==> src/rtl/scf_pkg.sv <==
package scf_pkg;

  // Strobes from the control pipeline into the datapath stages.
  typedef struct packed {
    logic capture;     // classify stage loads the incoming layers
    logic accumulate;  // sum stage loads the kept positions
    logic publish;     // scale stage drives the outputs
  } scfStrobe_t;

endpackage

==> src/rtl/scf_ctrl.sv <==
module scf_ctrl
  import scf_pkg::*;
(
  input  logic       clk,
  input  logic       rstN,
  input  logic       inValid,
  output scfStrobe_t strobe
);

  logic stage1Valid;
  logic stage2Valid;

  always_ff @(posedge clk) begin
    if (!rstN) begin
      stage1Valid <= 1'b0;
      stage2Valid <= 1'b0;
    end else begin
      stage1Valid <= inValid;
      stage2Valid <= stage1Valid;
    end
  end

  assign strobe.capture    = inValid;
  assign strobe.accumulate = stage1Valid;
  assign strobe.publish    = stage2Valid;

endmodule

==> src/rtl/scf_datapath.sv <==
module scf_datapath
  import scf_pkg::*;
#(
  parameter int NLAYER = 4,
  parameter int POS_W  = 12,
  parameter int WID_W  = 4,
  parameter int CHG_W  = 10,
  localparam int CNT_W = $clog2(NLAYER + 1)
) (
  input  logic                    clk,
  input  logic                    rstN,
  input  scfStrobe_t              strobe,
  input  logic [NLAYER-1:0]       inHit,
  input  logic [NLAYER-1:0]       inPileup,
  input  logic [NLAYER*POS_W-1:0] inPos,
  input  logic [NLAYER*WID_W-1:0] inWidth,
  input  logic [NLAYER*CHG_W-1:0] inCharge,
  input  logic [WID_W-1:0]        cfgMinWidth,
  input  logic [WID_W-1:0]        cfgMaxWidth,
  input  logic [CHG_W-1:0]        cfgChargeMax,
  output logic                    outValid,
  output logic                    outNone,
  output logic [POS_W-1:0]        outPoint,
  output logic [NLAYER-1:0]       outMask,
  output logic [CNT_W-1:0]        outCount
);

  // The sum grows by log2(layers). The reciprocal keeps enough extra
  // fraction bits that a rounded-up reciprocal still floors exactly.
  localparam int SUM_W    = POS_W + $clog2(NLAYER);
  localparam int FRAC_K   = SUM_W + $clog2(NLAYER);
  localparam int RECIP_W  = FRAC_K + 1;
  localparam int PROD_W   = SUM_W + RECIP_W;
  localparam int TAB_SIZE = 2 ** CNT_W;

  // ---------------- stage 1: per-layer classification ----------------
  logic [NLAYER-1:0]            keepNext;
  logic [NLAYER-1:0][POS_W-1:0] posNext;

  for (genvar g = 0; g < NLAYER; g++) begin : g_layer
    logic [WID_W-1:0] layerWidth;
    logic [CHG_W-1:0] layerCharge;
    logic             widthOk;
    logic             chargeOk;

    assign layerWidth  = inWidth[g*WID_W +: WID_W];
    assign layerCharge = inCharge[g*CHG_W +: CHG_W];
    assign widthOk     = (layerWidth >= cfgMinWidth) && (layerWidth <= cfgMaxWidth);
    assign chargeOk    = (layerCharge <= cfgChargeMax);
    assign keepNext[g] = inHit[g] && !inPileup[g] && widthOk && chargeOk;
    assign posNext[g]  = keepNext[g] ? inPos[g*POS_W +: POS_W] : '0;
  end

  logic [NLAYER-1:0]            keepR;
  logic [NLAYER-1:0][POS_W-1:0] posR;

  always_ff @(posedge clk) begin
    if (!rstN) begin
      keepR <= '0;
      posR  <= '0;
    end else if (strobe.capture) begin
      keepR <= keepNext;
      posR  <= posNext;
    end
  end

  // ---------------- stage 2: sum and count ----------------
  logic [SUM_W-1:0]  sumNext;
  logic [CNT_W-1:0]  cntNext;
  logic [SUM_W-1:0]  sumR;
  logic [CNT_W-1:0]  cntR;
  logic [NLAYER-1:0] maskR;

  always_comb begin
    sumNext = '0;
    cntNext = '0;
    for (int i = 0; i < NLAYER; i++) begin
      sumNext = sumNext + SUM_W'(posR[i]);
      cntNext = cntNext + CNT_W'(keepR[i]);
    end
  end

  always_ff @(posedge clk) begin
    if (!rstN) begin
      sumR  <= '0;
      cntR  <= '0;
      maskR <= '0;
    end else if (strobe.accumulate) begin
      sumR  <= sumNext;
      cntR  <= cntNext;
      maskR <= keepR;
    end
  end

  // ---------------- stage 3: reciprocal multiply ----------------
  logic [RECIP_W-1:0] recipTab [TAB_SIZE];

  for (genvar n = 0; n < TAB_SIZE; n++) begin : g_recip
    if (n == 0 || n > NLAYER) begin : g_zero
      assign recipTab[n] = '0;
    end else begin : g_val
      assign recipTab[n] = RECIP_W'(((64'd1 << FRAC_K) + 64'(n) - 64'd1) / 64'(n));
    end
  end

  logic [PROD_W-1:0] product;
  logic [POS_W-1:0]  quotient;

  assign product  = PROD_W'(sumR) * PROD_W'(recipTab[cntR]);
  assign quotient = POS_W'(product >> FRAC_K);

  always_ff @(posedge clk) begin
    if (!rstN) begin
      outValid <= 1'b0;
      outNone  <= 1'b0;
      outPoint <= '0;
      outMask  <= '0;
      outCount <= '0;
    end else begin
      outValid <= strobe.publish && (cntR != '0);
      outNone  <= strobe.publish && (cntR == '0);
      if (strobe.publish) begin
        outPoint <= (cntR != '0) ? quotient : '0;
        outMask  <= maskR;
        outCount <= cntR;
      end
    end
  end

endmodule

==> src/rtl/scf_centroid_avg.sv <==
module scf_centroid_avg
  import scf_pkg::*;
#(
  parameter int NLAYER = 4,
  parameter int POS_W  = 12,
  parameter int WID_W  = 4,
  parameter int CHG_W  = 10,
  localparam int CNT_W = $clog2(NLAYER + 1)
) (
  input  logic                    clk,
  input  logic                    rstN,
  input  logic                    inValid,
  input  logic [NLAYER-1:0]       inHit,
  input  logic [NLAYER-1:0]       inPileup,
  input  logic [NLAYER*POS_W-1:0] inPos,
  input  logic [NLAYER*WID_W-1:0] inWidth,
  input  logic [NLAYER*CHG_W-1:0] inCharge,
  input  logic [WID_W-1:0]        cfgMinWidth,
  input  logic [WID_W-1:0]        cfgMaxWidth,
  input  logic [CHG_W-1:0]        cfgChargeMax,
  output logic                    outValid,
  output logic                    outNone,
  output logic [POS_W-1:0]        outPoint,
  output logic [NLAYER-1:0]       outMask,
  output logic [CNT_W-1:0]        outCount
);

  scfStrobe_t strobe;

  scf_ctrl i_ctrl (
    .clk     (clk),
    .rstN    (rstN),
    .inValid (inValid),
    .strobe  (strobe)
  );

  scf_datapath #(
    .NLAYER (NLAYER),
    .POS_W  (POS_W),
    .WID_W  (WID_W),
    .CHG_W  (CHG_W)
  ) i_datapath (
    .clk          (clk),
    .rstN         (rstN),
    .strobe       (strobe),
    .inHit        (inHit),
    .inPileup     (inPileup),
    .inPos        (inPos),
    .inWidth      (inWidth),
    .inCharge     (inCharge),
    .cfgMinWidth  (cfgMinWidth),
    .cfgMaxWidth  (cfgMaxWidth),
    .cfgChargeMax (cfgChargeMax),
    .outValid     (outValid),
    .outNone      (outNone),
    .outPoint     (outPoint),
    .outMask      (outMask),
    .outCount     (outCount)
  );

endmodule

==> config.mk <==
export PLATFORM = sky130hd
export DESIGN_NAME = scf_centroid_avg
export DESIGN_NICKNAME = d
export VERILOG_FILES = /design/src/rtl/scf_pkg.sv /design/src/rtl/scf_ctrl.sv /design/src/rtl/scf_datapath.sv /design/src/rtl/scf_centroid_avg.sv
export SDC_FILE = /design/constraint.sdc
export NUM_CORES = 1
export LEC_CHECK = 0
export ABC_AREA = 1
export CORE_MARGIN = 10
export CORE_UTILIZATION = 57
export CTS_CLUSTER_DIAMETER = 80
export DETAILED_ROUTE_END_ITERATION = 8
export PLACE_DENSITY_LB_ADDON = 0.05
export SLEW_MARGIN = 30
export SYNTH_ARGS = -nofsm -noshare
export SYNTH_HDL_FRONTEND = slang
export SYNTH_HIERARCHICAL = 1
export SYNTH_SLANG_ARGS = --single-unit
==> constraint.sdc <==
create_clock -name clk -period 6.2 [get_ports clk]
set_input_delay 0.62 -clock clk [delete_from_list [all_inputs] [get_ports clk]]
set_output_delay 0.62 -clock clk [all_outputs]
set_load 0.02 [all_outputs]
Word-level counts from Yosys, hierarchy flattened
Memories as Yosys holds them, arrays and structs flattened.
Index checks and enable logic that the tools add are counted.
{"block": "classes", "n_addsub": 6, "n_mul": 1, "magnitude_cmp": 13, "mux": 7, "n_bitwise": 1, "reduce_logical": 24}
{"operator": "$mux 12", "n": 5}
{"operator": "$le 10x10->1", "n": 4}
{"operator": "$mux 17", "n": 2}
{"operator": "$add 14x12->14", "n": 2}
{"operator": "$mul 14x17->28", "n": 1}
{"operator": "$logic_and 1x1->1", "n": 18}
{"operator": "$ge 4x4->1", "n": 4}
{"operator": "$le 4x4->1", "n": 4}
{"operator": "$add 12x12->13", "n": 1}
{"operator": "$add 3x1->3", "n": 2}
{"operator": "$ge 4x4->1 const B", "n": 1}
{"operator": "$logic_not 1->1", "n": 4}
{"operator": "$not 3->4", "n": 1}
{"operator": "$logic_not 3->1", "n": 1}
{"operator": "$reduce_bool 3->1", "n": 1}
{"operator": "$add 1x1->2", "n": 1}
{"block": "totals", "register_bits": 96, "mem_bits_ro": 136, "input_bits": 133, "output_inout_bits": 21, "wordCells": 68, "memories": 1}
{"memory": "(no name shown)", "words": 8, "word_bits": 17, "rd": 1, "rd_ports_with_merged_regs": 0, "write_ports": 0, "line": "scf_datapath.sv:109", "source": "assign product = PROD_W'(sumR) * PROD_W'(recipTab[cntR]);"}

Logic depth before layout (Yosys ltp)
Gate-level depths: netlist of the first run.
{"block": "logic_depth", "depth_word": 6, "ltp_mapped": 28, "ltp_nobuf": 28}

Cells and area by module
The synthesis of the first run kept the hierarchy.
{"mod": "scf_datapath", "n_inst": 1, "cells_each": 1429, "area_each_um2": 10780.3, "seq_area_each_um2": 1881.8}
{"mod": "scf_ctrl", "n_inst": 1, "cells_each": 9, "area_each_um2": 77.6, "seq_area_each_um2": 40.0}

Least setup slack after synthesis of the first run
Ideal clock, no wire load.
{"block": "synth_path", "path_type": "reg2reg", "start": "reg i_datapath.cntR[2]", "end": "reg i_datapath.outPoint[6]", "setup_time_ns": 0.113, "t_arrival_ns": 5.099, "t_required_ns": 6.087, "slack_ns": 0.988, "stages_incl_launch_ff": 26, "path_buffers": 1, "period_less_slack_ns": 5.212, "path_cell_list": "dfxtp_1 inv_1 nand3_4 buf_2 nor2_1 nor2_1 nor2_1 inv_1 fa_1 inv_1 fa_1 fa_1 fa_1 inv_1 fa_1 inv_1 ha_1 nand2_1 nor2_1 nand2_1 nor4_1 nand2_1 nand3_1 nand2_1 nand3_1 nand2_1"}
{"block": "synth_between", "elab_chain_len": 6}
{"item": "start, declared", "line": "scf_datapath.sv:71", "source": "logic [CNT_W-1:0] cntR;"}
{"item": "start signal, assigned", "line": "scf_datapath.sv:90", "source": "cntR <= cntNext;"}
{"item": "$not 3->4 (implied by the code)", "line": "scf_datapath.sv:109"}
{"item": "$mem_v2 8x17"}
{"item": "$mux 17 (implied by the code) (2 in series)", "line": "scf_datapath.sv:109"}
{"item": "$mul 14x17->28", "line": "scf_datapath.sv:109"}
{"item": "$mux 12 *", "line": "scf_datapath.sv:123", "source": "outPoint <= (cntR != '0) ? quotient : '0;"}
{"item": "end signal, assigned", "line": "scf_datapath.sv:123"}
{"item": "end, declared", "line": "scf_datapath.sv:23", "source": "output logic [POS_W-1:0] outPoint,"}
Mark *: on every way between the ends. The rest lies on a longest branch, timed or not. The select of a mux whose other input is x is not followed.
A chain may end at the register's enable or synchronous reset.

Worst setup path in the final report of the first run
{"block": "layout_path", "start": "reg i_datapath.cntR[0]", "end": "reg i_datapath.outPoint[4]"}
Same word-level chain as after synthesis.

==> Implementation_results.wiki, run 1 <==
{| class="wikitable"
! Metric !! Value
|-
| Class of the worst hold path || flip-flop to flip-flop
|-
| Post-synthesis sequential area ratio || 17.70%
|-
| Type of the worst setup path || flip-flop to flip-flop
|-
| Reported leakage power || 6.683 nW
|-
| Arrival time of the worst setup path || 6.03 ns
|-
| Max capacitance violation total || 0
|-
| Hold bufs inserted after CTS || 0
|-
| Average vias per placed instance || 5.344
|-
| # H-tree levels || 3
|-
| Net switching share of the total power || roughly 28%
|-
| Die outline width || 158.0 µm
|-
| Sort of element at the start of the critical path || flip-flop
|-
| Setup violations, final || 0
|-
| Register-to-register setup slack || about 0.4 ns
|-
| HPWL after DPL || 25940 µm
|-
| Layout cells sized above 1 || 3.477%
|-
| Overall global routing resource usage || 24.75%
|-
| Mapped Nets || 1851
|-
| Number of antenna violations at the first check in global routing || 0
|-
| Fraction of power consumed by sequential logic || 40.1%
|-
| NetSw || 447.1 µW
|-
| Count of unique library cells instantiated by Yosys || 38
|-
| Internal power || 1.155 mW
|-
| DRT Pass-1 Iters || 5
|-
| Async set-or-reset flop fraction in the synthesized netlist || 0%
|-
| Endpoint kind of the worst setup timing path || flip-flop
|-
| Violation count after the first detailed-route iteration || roughly 490
|-
| Total detailed-routing wirelength || roughly 30000 µm
|-
| Leading cell types by total area after synthesis || sky130_fd_sc_hd__ha_1, sky130_fd_sc_hd__fa_1, sky130_fd_sc_hd__dfxtp_1, sky130_fd_sc_hd__nand2_1, sky130_fd_sc_hd__inv_1
|-
| Gate Count Post-Synth || 1438
|-
| Total power after layout || between 1.5 and 2 mW
|-
| Post-route minimum period || a little under 6 ns
|-
| Dominant cell type by area after synthesis || sky130_fd_sc_hd__ha_1
|-
| Number of sinks handled by clock tree synthesis || 96
|-
| Wire length of the first global-routing pass || 49680 µm
|-
| ANT cells || 0
|-
| Reg2Reg Capture Point || i_datapath/outPoint[4]
|-
| Area share of the largest cell type after synthesis || roughly a fifth
|-
| Combinational power share || between 20% and 30%
|-
| Hold slack || 0.4510 ns
|-
| Most common flop cell mapped by yosys || sky130_fd_sc_hd__dfxtp_1
|-
| CTS root buffer || sky130_fd_sc_hd__clkbuf_16
|-
| Overflow after GRT || 0
|-
| PD cells || about 120 nW/µm²
|-
| Max Clock Skew || 0.01660 ns
|-
| Height of the die || 158.0 µm
|-
| Tightest Pin Transition || 0.9791 ns
|-
| Reg clk slew, reported paths || ~0.07 ns
|-
| Cell area after synthesis || roughly 11000 µm²
|-
| Syn avg cell area || 7.551 µm²
|-
| Most used standard cell by instance count after synthesis || sky130_fd_sc_hd__nand2_1
|-
| Vias || 9705
|-
| Post-layout worst setup margin || 0.4011 ns
|-
| Worst hold path depth || 2
|-
| Final number of max-transition violations || 0
|-
| Worst slack at placement || 0.1394 ns
|-
| Die Outline Area || roughly 25000 µm²
|-
| Worst-case hold path end point || i_datapath/outPoint[3]
|-
| Rel. slew slack || around a third
|-
| Filler Cells Inserted || 1627
|-
| Number of endpoints with negative hold slack in the final report || 0
|-
| Maximum operating frequency || 0.1724 GHz
|-
| Input/output buffers || between 150 and 200
|-
| TritonCTS clock tree || built
|-
| Routed wire per std cell || 16.68 µm
|-
| Clock latency on the worst-skew pair || around 0.35 ns
|-
| Number of nets in the layout || 1990
|-
| Count of flip-flops with a built-in enable after synthesis || 0
|-
| Worst reg2reg path depth || 24
|-
| Post-route DRC || 0
|-
| CP required || 6.43 ns
|-
| Post_cts resized || 0
|-
| Worst-path maximum fanout || 16
|-
| Setup TNS after final layout || 0 ns
|-
| Worst vdd ir || between 0.1 and 0.15 mV
|-
| Number of I/O pins || 154
|-
| Synth-to-Final Area Change || 19.26%
|-
| Total number of placement rows || 50
|-
| Number of nets with antenna violations after routing || 0
|-
| Initial cell density of the core || between 50% and 60%
|-
| Share of the clock period used by the worst path after layout || between 90% and 100%
|-
| Top cells by count, synth || sky130_fd_sc_hd__nand2_1, sky130_fd_sc_hd__inv_1, sky130_fd_sc_hd__ha_1, sky130_fd_sc_hd__a21oi_1, sky130_fd_sc_hd__nor2_1
|-
| Launch instance of the worst register-to-register path || i_datapath/cntR[0]
|-
| Run status || complete, no violations
|-
| Pin count of the biggest net entering global routing || 67
|-
| Via count of the first global-routing pass || just over 10000
|-
| Warnings, synthesis || 6
|-
| Setup Fix Bufs, Post-CTS || 0
|-
| Hold Startpoint || i_datapath/outPoint[3]
|-
| GP Congestion || 1.018
|-
| Core ar. || 18710 µm²
|-
| Number of CTS-inserted buffers || 9
|-
| Flop and latch count out of synthesis || 96
|-
| Clock Path Buffers || 2
|-
| Proportion of power drawn by the clock network || 38.6%
|}
[sequential cells by signal (all words and copies together) (netlist names)]
register,flops
i_datapath/posR,48
i_datapath/sumR,14
i_datapath/outPoint,12
i_datapath/keepR,4
i_datapath/maskR,4
i_datapath/outMask,4
i_datapath/cntR,3
i_datapath/outCount,3
i_ctrl/stage1Valid,1
i_ctrl/stage2Valid,1
i_datapath/outNone,1
i_datapath/outValid,1
[cell families after synthesis]
group	Yosys count	share of synthesized area, %
AOI/OAI and AO/OA	211	10.29
xor gates and xnor gates	12	0.9680
adders and majority gates	280	39.04
buffers and inverters	290	10.20
DFF	96	17.70
and+or+nand+nor	549	21.80
[cell type report]
| cell class | instances | area, µm² | share of cell area (%) |
|---|---|---|---|
| clock buffer | 11 | 242.7 | 1.875 |
| clock inverter | 5 | 86.33 | 0.6667 |
| inverter | 257 | 964.7 | 7.450 |
| multi-input combinational | 1052 | 7849 | 60.61 |
| sequential | 96 | 1922 | 14.84 |
| tap | 234 | 292.8 | 2.261 |
| timing repair buffer | 161 | 1592 | 12.29 |
[per-stage QoR]
stage               std cells  utilization [%]  instance area [µm²]
CTS                      1816            69.16                12940
detailed placement       1800            67.40                12610
floorplan                1438                -                10860
global route             1816            69.22                12950
finish                   1816            69.22                12950
global placement         1800            67.36                12600
[power groups by stage]
stage	Sequential (mW)	Combinational [mW]	Clock (mW)
after floorplan	0.656	0.181	0
after global placement	0.656	0.328	0
after detailed placement	0.657	0.336	0
after CTS	0.643	0.339	0.631
after global routing	0.645	0.382	0.654
final	0.643	0.340	0.619
[critical path, stage by stage (launching register included)]
cell and delay [ns]:
sky130_fd_sc_hd__dfxtp_1 0.50, sky130_fd_sc_hd__nand3_4 0.29, sky130_fd_sc_hd__nor2_1 0.32, sky130_fd_sc_hd__inv_1 0.19
sky130_fd_sc_hd__nand2_1 0.10, sky130_fd_sc_hd__nand2_1 0.10, sky130_fd_sc_hd__fa_1 0.51, sky130_fd_sc_hd__fa_1 0.53
sky130_fd_sc_hd__inv_1 0.06, sky130_fd_sc_hd__fa_1 0.44, sky130_fd_sc_hd__fa_1 0.51, sky130_fd_sc_hd__inv_1 0.05
sky130_fd_sc_hd__fa_1 0.52, sky130_fd_sc_hd__inv_1 0.04, sky130_fd_sc_hd__ha_1 0.32, sky130_fd_sc_hd__nand2_1 0.16
sky130_fd_sc_hd__nor2_1 0.19, sky130_fd_sc_hd__nor3b_2 0.26, sky130_fd_sc_hd__nand2_1 0.10, sky130_fd_sc_hd__nand2_2 0.11
sky130_fd_sc_hd__nand3_2 0.08, sky130_fd_sc_hd__nand2_1 0.07, sky130_fd_sc_hd__nand2_1 0.05, sky130_fd_sc_hd__nand3_1 0.11
sky130_fd_sc_hd__nand2_1 0.07
[metal layers]
metal,track usage [%],share of wire [%],vias up
li1,-,-,4896
met1,28.47,42,4498
met2,44.61,49,256
met3,5.319,5.5,55
met4,7.984,3.1,0
met5,0,0,-
[worst max path at each step]
stage,start,endpoint,slack (ns),cells after the start
6_report,i_datapath/cntR[0],i_datapath/outPoint[4],0.40,24
2_1_floorplan,i_datapath/cntR[2],i_datapath/outPoint[6],0.99,25
3_3_place_gp,i_datapath/cntR[2],i_datapath/outPoint[4],0.21,26
5_1_grt,i_datapath/cntR[0],i_datapath/outPoint[6],-0.0006,24
4_1_cts,i_datapath/cntR[0],i_datapath/outPoint[4],0.13,25
3_5_place_dp,i_datapath/cntR[0],i_datapath/outPoint[4],0.14,25
[layout by cell type, fill, tap and decap left out, drive strengths merged, types with 3 or more instances in the layout]
cell type      instances
o211ai                 5
ha                   182
o21bai                10
nand3b                 5
nand2                287
fa                    98
xnor2                  3
dfxtp                 96
nor4                   3
nand4                 24
a21oi                127
buf                    8
xor2                   9
clkbuf                11
o21ai                 60
clkinv                 4
nor2                 135
nor3                  10
nand3                 83
inv                  256
clkdlybuf4s50        153
(Power assumes the default switching activity.)
==> run 2: changes to the inputs <==
--- a/config.mk
+++ b/config.mk
@@ -11,6 +11,7 @@
 export CTS_CLUSTER_DIAMETER = 80
 export DETAILED_ROUTE_END_ITERATION = 8
 export PLACE_DENSITY_LB_ADDON = 0.05
+export SETUP_SLACK_MARGIN = 0.15
 export SLEW_MARGIN = 30
 export SYNTH_ARGS = -nofsm -noshare
 export SYNTH_HDL_FRONTEND = slang
==> Implementation_results.wiki, run 2 (synthesis results as in run 1) <==
{| class="wikitable"
! Metric !! Value
|-
| Routed wire per std cell || 16.71 µm (was 16.68 µm)
|-
| Worst reg2reg path depth || 22 (was 24)
|-
| Violation count after the first detailed-route iteration || 523 (was 493)
|-
| Rel. slew slack || 35.22% (was 34.48%)
|-
| Number of nets with antenna violations after routing || 0 (unchanged)
|-
| Sort of element at the start of the critical path || flip-flop (unchanged)
|-
| Post-layout worst setup margin || 0.4052 ns (was 0.4011 ns)
|-
| Height of the die || 158.0 µm (unchanged)
|-
| Worst-path maximum fanout || 11 (was 16)
|-
| Core ar. || 18710 µm² (unchanged)
|-
| Register-to-register setup slack || 0.41 ns (was 0.40 ns)
|-
| Total detailed-routing wirelength || 30410 µm (was 30300 µm)
|-
| Worst slack at placement || 0.1394 ns (unchanged)
|-
| Final number of max-transition violations || 0 (unchanged)
|-
| Post-route DRC || 0 (unchanged)
|-
| Clock latency on the worst-skew pair || 0.35 ns (about the same)
|-
| Pin count of the biggest net entering global routing || 67 (unchanged)
|-
| Overall global routing resource usage || 24.75% (about the same)
|-
| Wire length of the first global-routing pass || 49670 µm (was 49680 µm)
|-
| Setup violations, final || 0 (unchanged)
|-
| Top library cells by usage in the layout, fill and taps aside || sky130_fd_sc_hd__nand2_1, sky130_fd_sc_hd__inv_1, sky130_fd_sc_hd__ha_1 (unchanged)
|-
| Average vias per placed instance || 5.356 (was 5.344)
|-
| Share of the clock period used by the worst path after layout || 93.46% (was 93.53%)
|-
| Arrival time of the worst setup path || 6.02 ns (was 6.03 ns)
|-
| Vias || 9748 (was 9705)
|-
| Die outline width || 158.0 µm (unchanged)
|-
| HPWL after DPL || 25940 µm (unchanged)
|-
| Launch point of the worst path || i_datapath/cntR[0] (unchanged)
|-
| # H-tree levels || 3 (unchanged)
|-
| Tightest Pin Transition || 0.9682 ns (was 0.9791 ns)
|-
| Clock Path Buffers || 2 (unchanged)
|-
| Die Outline Area || 24970 µm² (unchanged)
|-
| Via count of the first global-routing pass || 10108 (was 10117)
|-
| Number of nets in the layout || 1994 (was 1990)
|-
| Overflow after GRT || 0 (unchanged)
|-
| GP Congestion || 1.018 (unchanged)
|-
| Number of endpoints with negative hold slack in the final report || 0 (unchanged)
|-
| PD cells || 123.6 nW/µm² (was 123.7 nW/µm²)
|-
| Launch instance of the worst register-to-register path || i_datapath/cntR[0] (unchanged)
|-
| Hold bufs inserted after CTS || 0 (unchanged)
|-
| Max reg flops || 48 (unchanged)
|-
| Reg2Reg Capture Point || i_datapath/outPoint[4] (unchanged)
|-
| Max Clock Skew || 0.01762 ns (was 0.01660 ns)
|-
| CP required || 6.43 ns (about the same)
|-
| Maximum operating frequency || 0.1726 GHz (was 0.1724 GHz)
|-
| Max capacitance violation total || 0 (unchanged)
|-
| Run status || complete, no violations (unchanged)
|-
| Number of I/O pins || 154 (unchanged)
|-
| Reported leakage power || 6.700 nW (was 6.683 nW)
|-
| Synth-to-Final Area Change || 19.60% (was 19.26%)
|-
| Layout cells sized above 1 || 3.783% (was 3.477%)
|-
| CP endpoint || i_datapath/outPoint[4] (unchanged)
|-
| TritonCTS clock tree || built (unchanged)
|-
| Most frequent standard cell in the layout excluding fill and tap cells || sky130_fd_sc_hd__nand2_1 (unchanged)
|-
| Worst hold path depth || 2 (unchanged)
|-
| DRT Pass-1 Iters || 5 (unchanged)
|-
| Total number of placement rows || 50 (unchanged)
|-
| Endpoint kind of the worst setup timing path || flip-flop (unchanged)
|-
| Number of antenna violations at the first check in global routing || 0 (unchanged)
|-
| Setup TNS after final layout || 0 ns (unchanged)
|-
| Reg clk slew, reported paths || 0.07 ns (about the same)
|-
| Filler Cells Inserted || 1623 (was 1627)
|-
| Total power after layout || 1.605 mW (was 1.602 mW)
|-
| Number of sinks handled by clock tree synthesis || 96 (unchanged)
|-
| CTS root buffer || sky130_fd_sc_hd__clkbuf_16 (unchanged)
|-
| ANT cells || 0 (unchanged)
|-
| Class of the worst hold path || flip-flop to flip-flop (unchanged)
|-
| Number of CTS-inserted buffers || 9 (unchanged)
|-
| Worst vdd ir || 0.1280 mV (was 0.1279 mV)
|-
| Hold Startpoint || i_datapath/outPoint[9] (was i_datapath/outPoint[3])
|-
| Unrepaired setup endpoints after global routing || true
|-
| Initial cell density of the core || 58.05% (unchanged)
|-
| Register with the most flip-flops || i_datapath/posR (unchanged)
|-
| Input/output buffers || 153 (unchanged)
|-
| Post-route minimum period || 5.795 ns (was 5.799 ns)
|-
| Type of the worst setup path || flip-flop to flip-flop (unchanged)
|-
| Biggest registers after layout || i_datapath/posR (48), i_datapath/sumR (14), i_datapath/outPoint (12) (unchanged)
|}
==> run 2: changes by cell type in the layout (fill, tap and decap cells not counted) <==
cell,change
sky130_fd_sc_hd__buf_4,+4
sky130_fd_sc_hd__nor2_1,-1
sky130_fd_sc_hd__nor2_4,+1
==> run 2: power by group <==
group	switching, mW	leakage (nW)	total, mW	internal, mW
logic	0.185	5.76	0.341	0.156
registers	0.0128	0.778	0.643	0.630
clock network	0.251	0.161	0.620	0.369
total	0.449	6.70	1.60	1.16
==> run 2: layout make-up <==
type / count / area (µm²) / area share (%)
Clock buffer: 11 / 242.7 / 1.869
Clock inverter: 5 / 86.33 / 0.6648
Inverter: 257 / 964.7 / 7.428
Multi-Input combinational cell: 1052 / 7856 / 60.50
Sequential cell: 96 / 1922 / 14.80
Tap cell: 234 / 292.8 / 2.255
Timing Repair Buffer: 165 / 1622 / 12.49
==> run 2: worst min path at each step <==
stage	end	slack, ns
finish	i_datapath/outPoint[9]	0.45
detailed placement	i_datapath/outPoint[9]	0.44
global placement	i_datapath/outPoint[9]	0.44
floorplan	i_ctrl/stage2Valid	0.41
CTS	i_datapath/outPoint[9]	0.46
global route	i_datapath/outPoint[7]	0.48
==> run 2: routing by layer <==
layer	vias to the layer above	GRT usage, %	share of wire [%]
met5	-	0	0
met2	243	44.61	50
met4	0	7.940	2.7
li1	4905	-	-
met1	4548	28.47	42
met3	52	5.319	5.3
==> run 2: critical path, stage by stage, from the launching register on <==
cell and delay [ns]:
sky130_fd_sc_hd__dfxtp_1 0.50, sky130_fd_sc_hd__nand3_4 0.23, sky130_fd_sc_hd__buf_4 0.20, sky130_fd_sc_hd__nor2_1 0.34
sky130_fd_sc_hd__ha_1 0.36, sky130_fd_sc_hd__ha_1 0.33, sky130_fd_sc_hd__fa_1 0.53, sky130_fd_sc_hd__fa_1 0.52
sky130_fd_sc_hd__fa_1 0.54, sky130_fd_sc_hd__inv_1 0.05, sky130_fd_sc_hd__fa_1 0.52, sky130_fd_sc_hd__inv_1 0.04
sky130_fd_sc_hd__ha_1 0.32, sky130_fd_sc_hd__nand2_1 0.16, sky130_fd_sc_hd__nor2_1 0.19, sky130_fd_sc_hd__nor3b_2 0.26
sky130_fd_sc_hd__nand2_1 0.10, sky130_fd_sc_hd__nand2_2 0.11, sky130_fd_sc_hd__nand3_2 0.08, sky130_fd_sc_hd__nand2_1 0.06
sky130_fd_sc_hd__nand2_1 0.04, sky130_fd_sc_hd__nand3_1 0.11, sky130_fd_sc_hd__nand2_1 0.07
==> run 2: timing repair <==
action	in CTS	in global routing
setup endpoints to repair	1	12
gates resized for setup	1	4
pin swaps	0	1
buffers inserted	0	4
gates cloned	0	0
==> run 2: per-stage QoR <==
step	hold WS (ns)	cell area [µm²]	util [%]	instances
final	0.4505	12990	69.42	1820
after global placement	0.4419	12600	67.36	1800
after detailed placement	0.4413	12610	67.40	1800
after global routing	0.4780	12990	69.42	1820
after CTS	0.4556	12940	69.17	1816
after floorplan	0.4133	10860	-	1438
==> run 3: changes to the inputs <==
--- a/config.mk
+++ b/config.mk
@@ -8,7 +8,6 @@
 export ABC_AREA = 1
 export CORE_MARGIN = 10
 export CORE_UTILIZATION = 57
-export CTS_CLUSTER_DIAMETER = 80
 export DETAILED_ROUTE_END_ITERATION = 8
 export PLACE_DENSITY_LB_ADDON = 0.05
 export SETUP_SLACK_MARGIN = 0.15
==> results of run 3 <==
Final layout, timing and power as in run 2 (identical DEF).
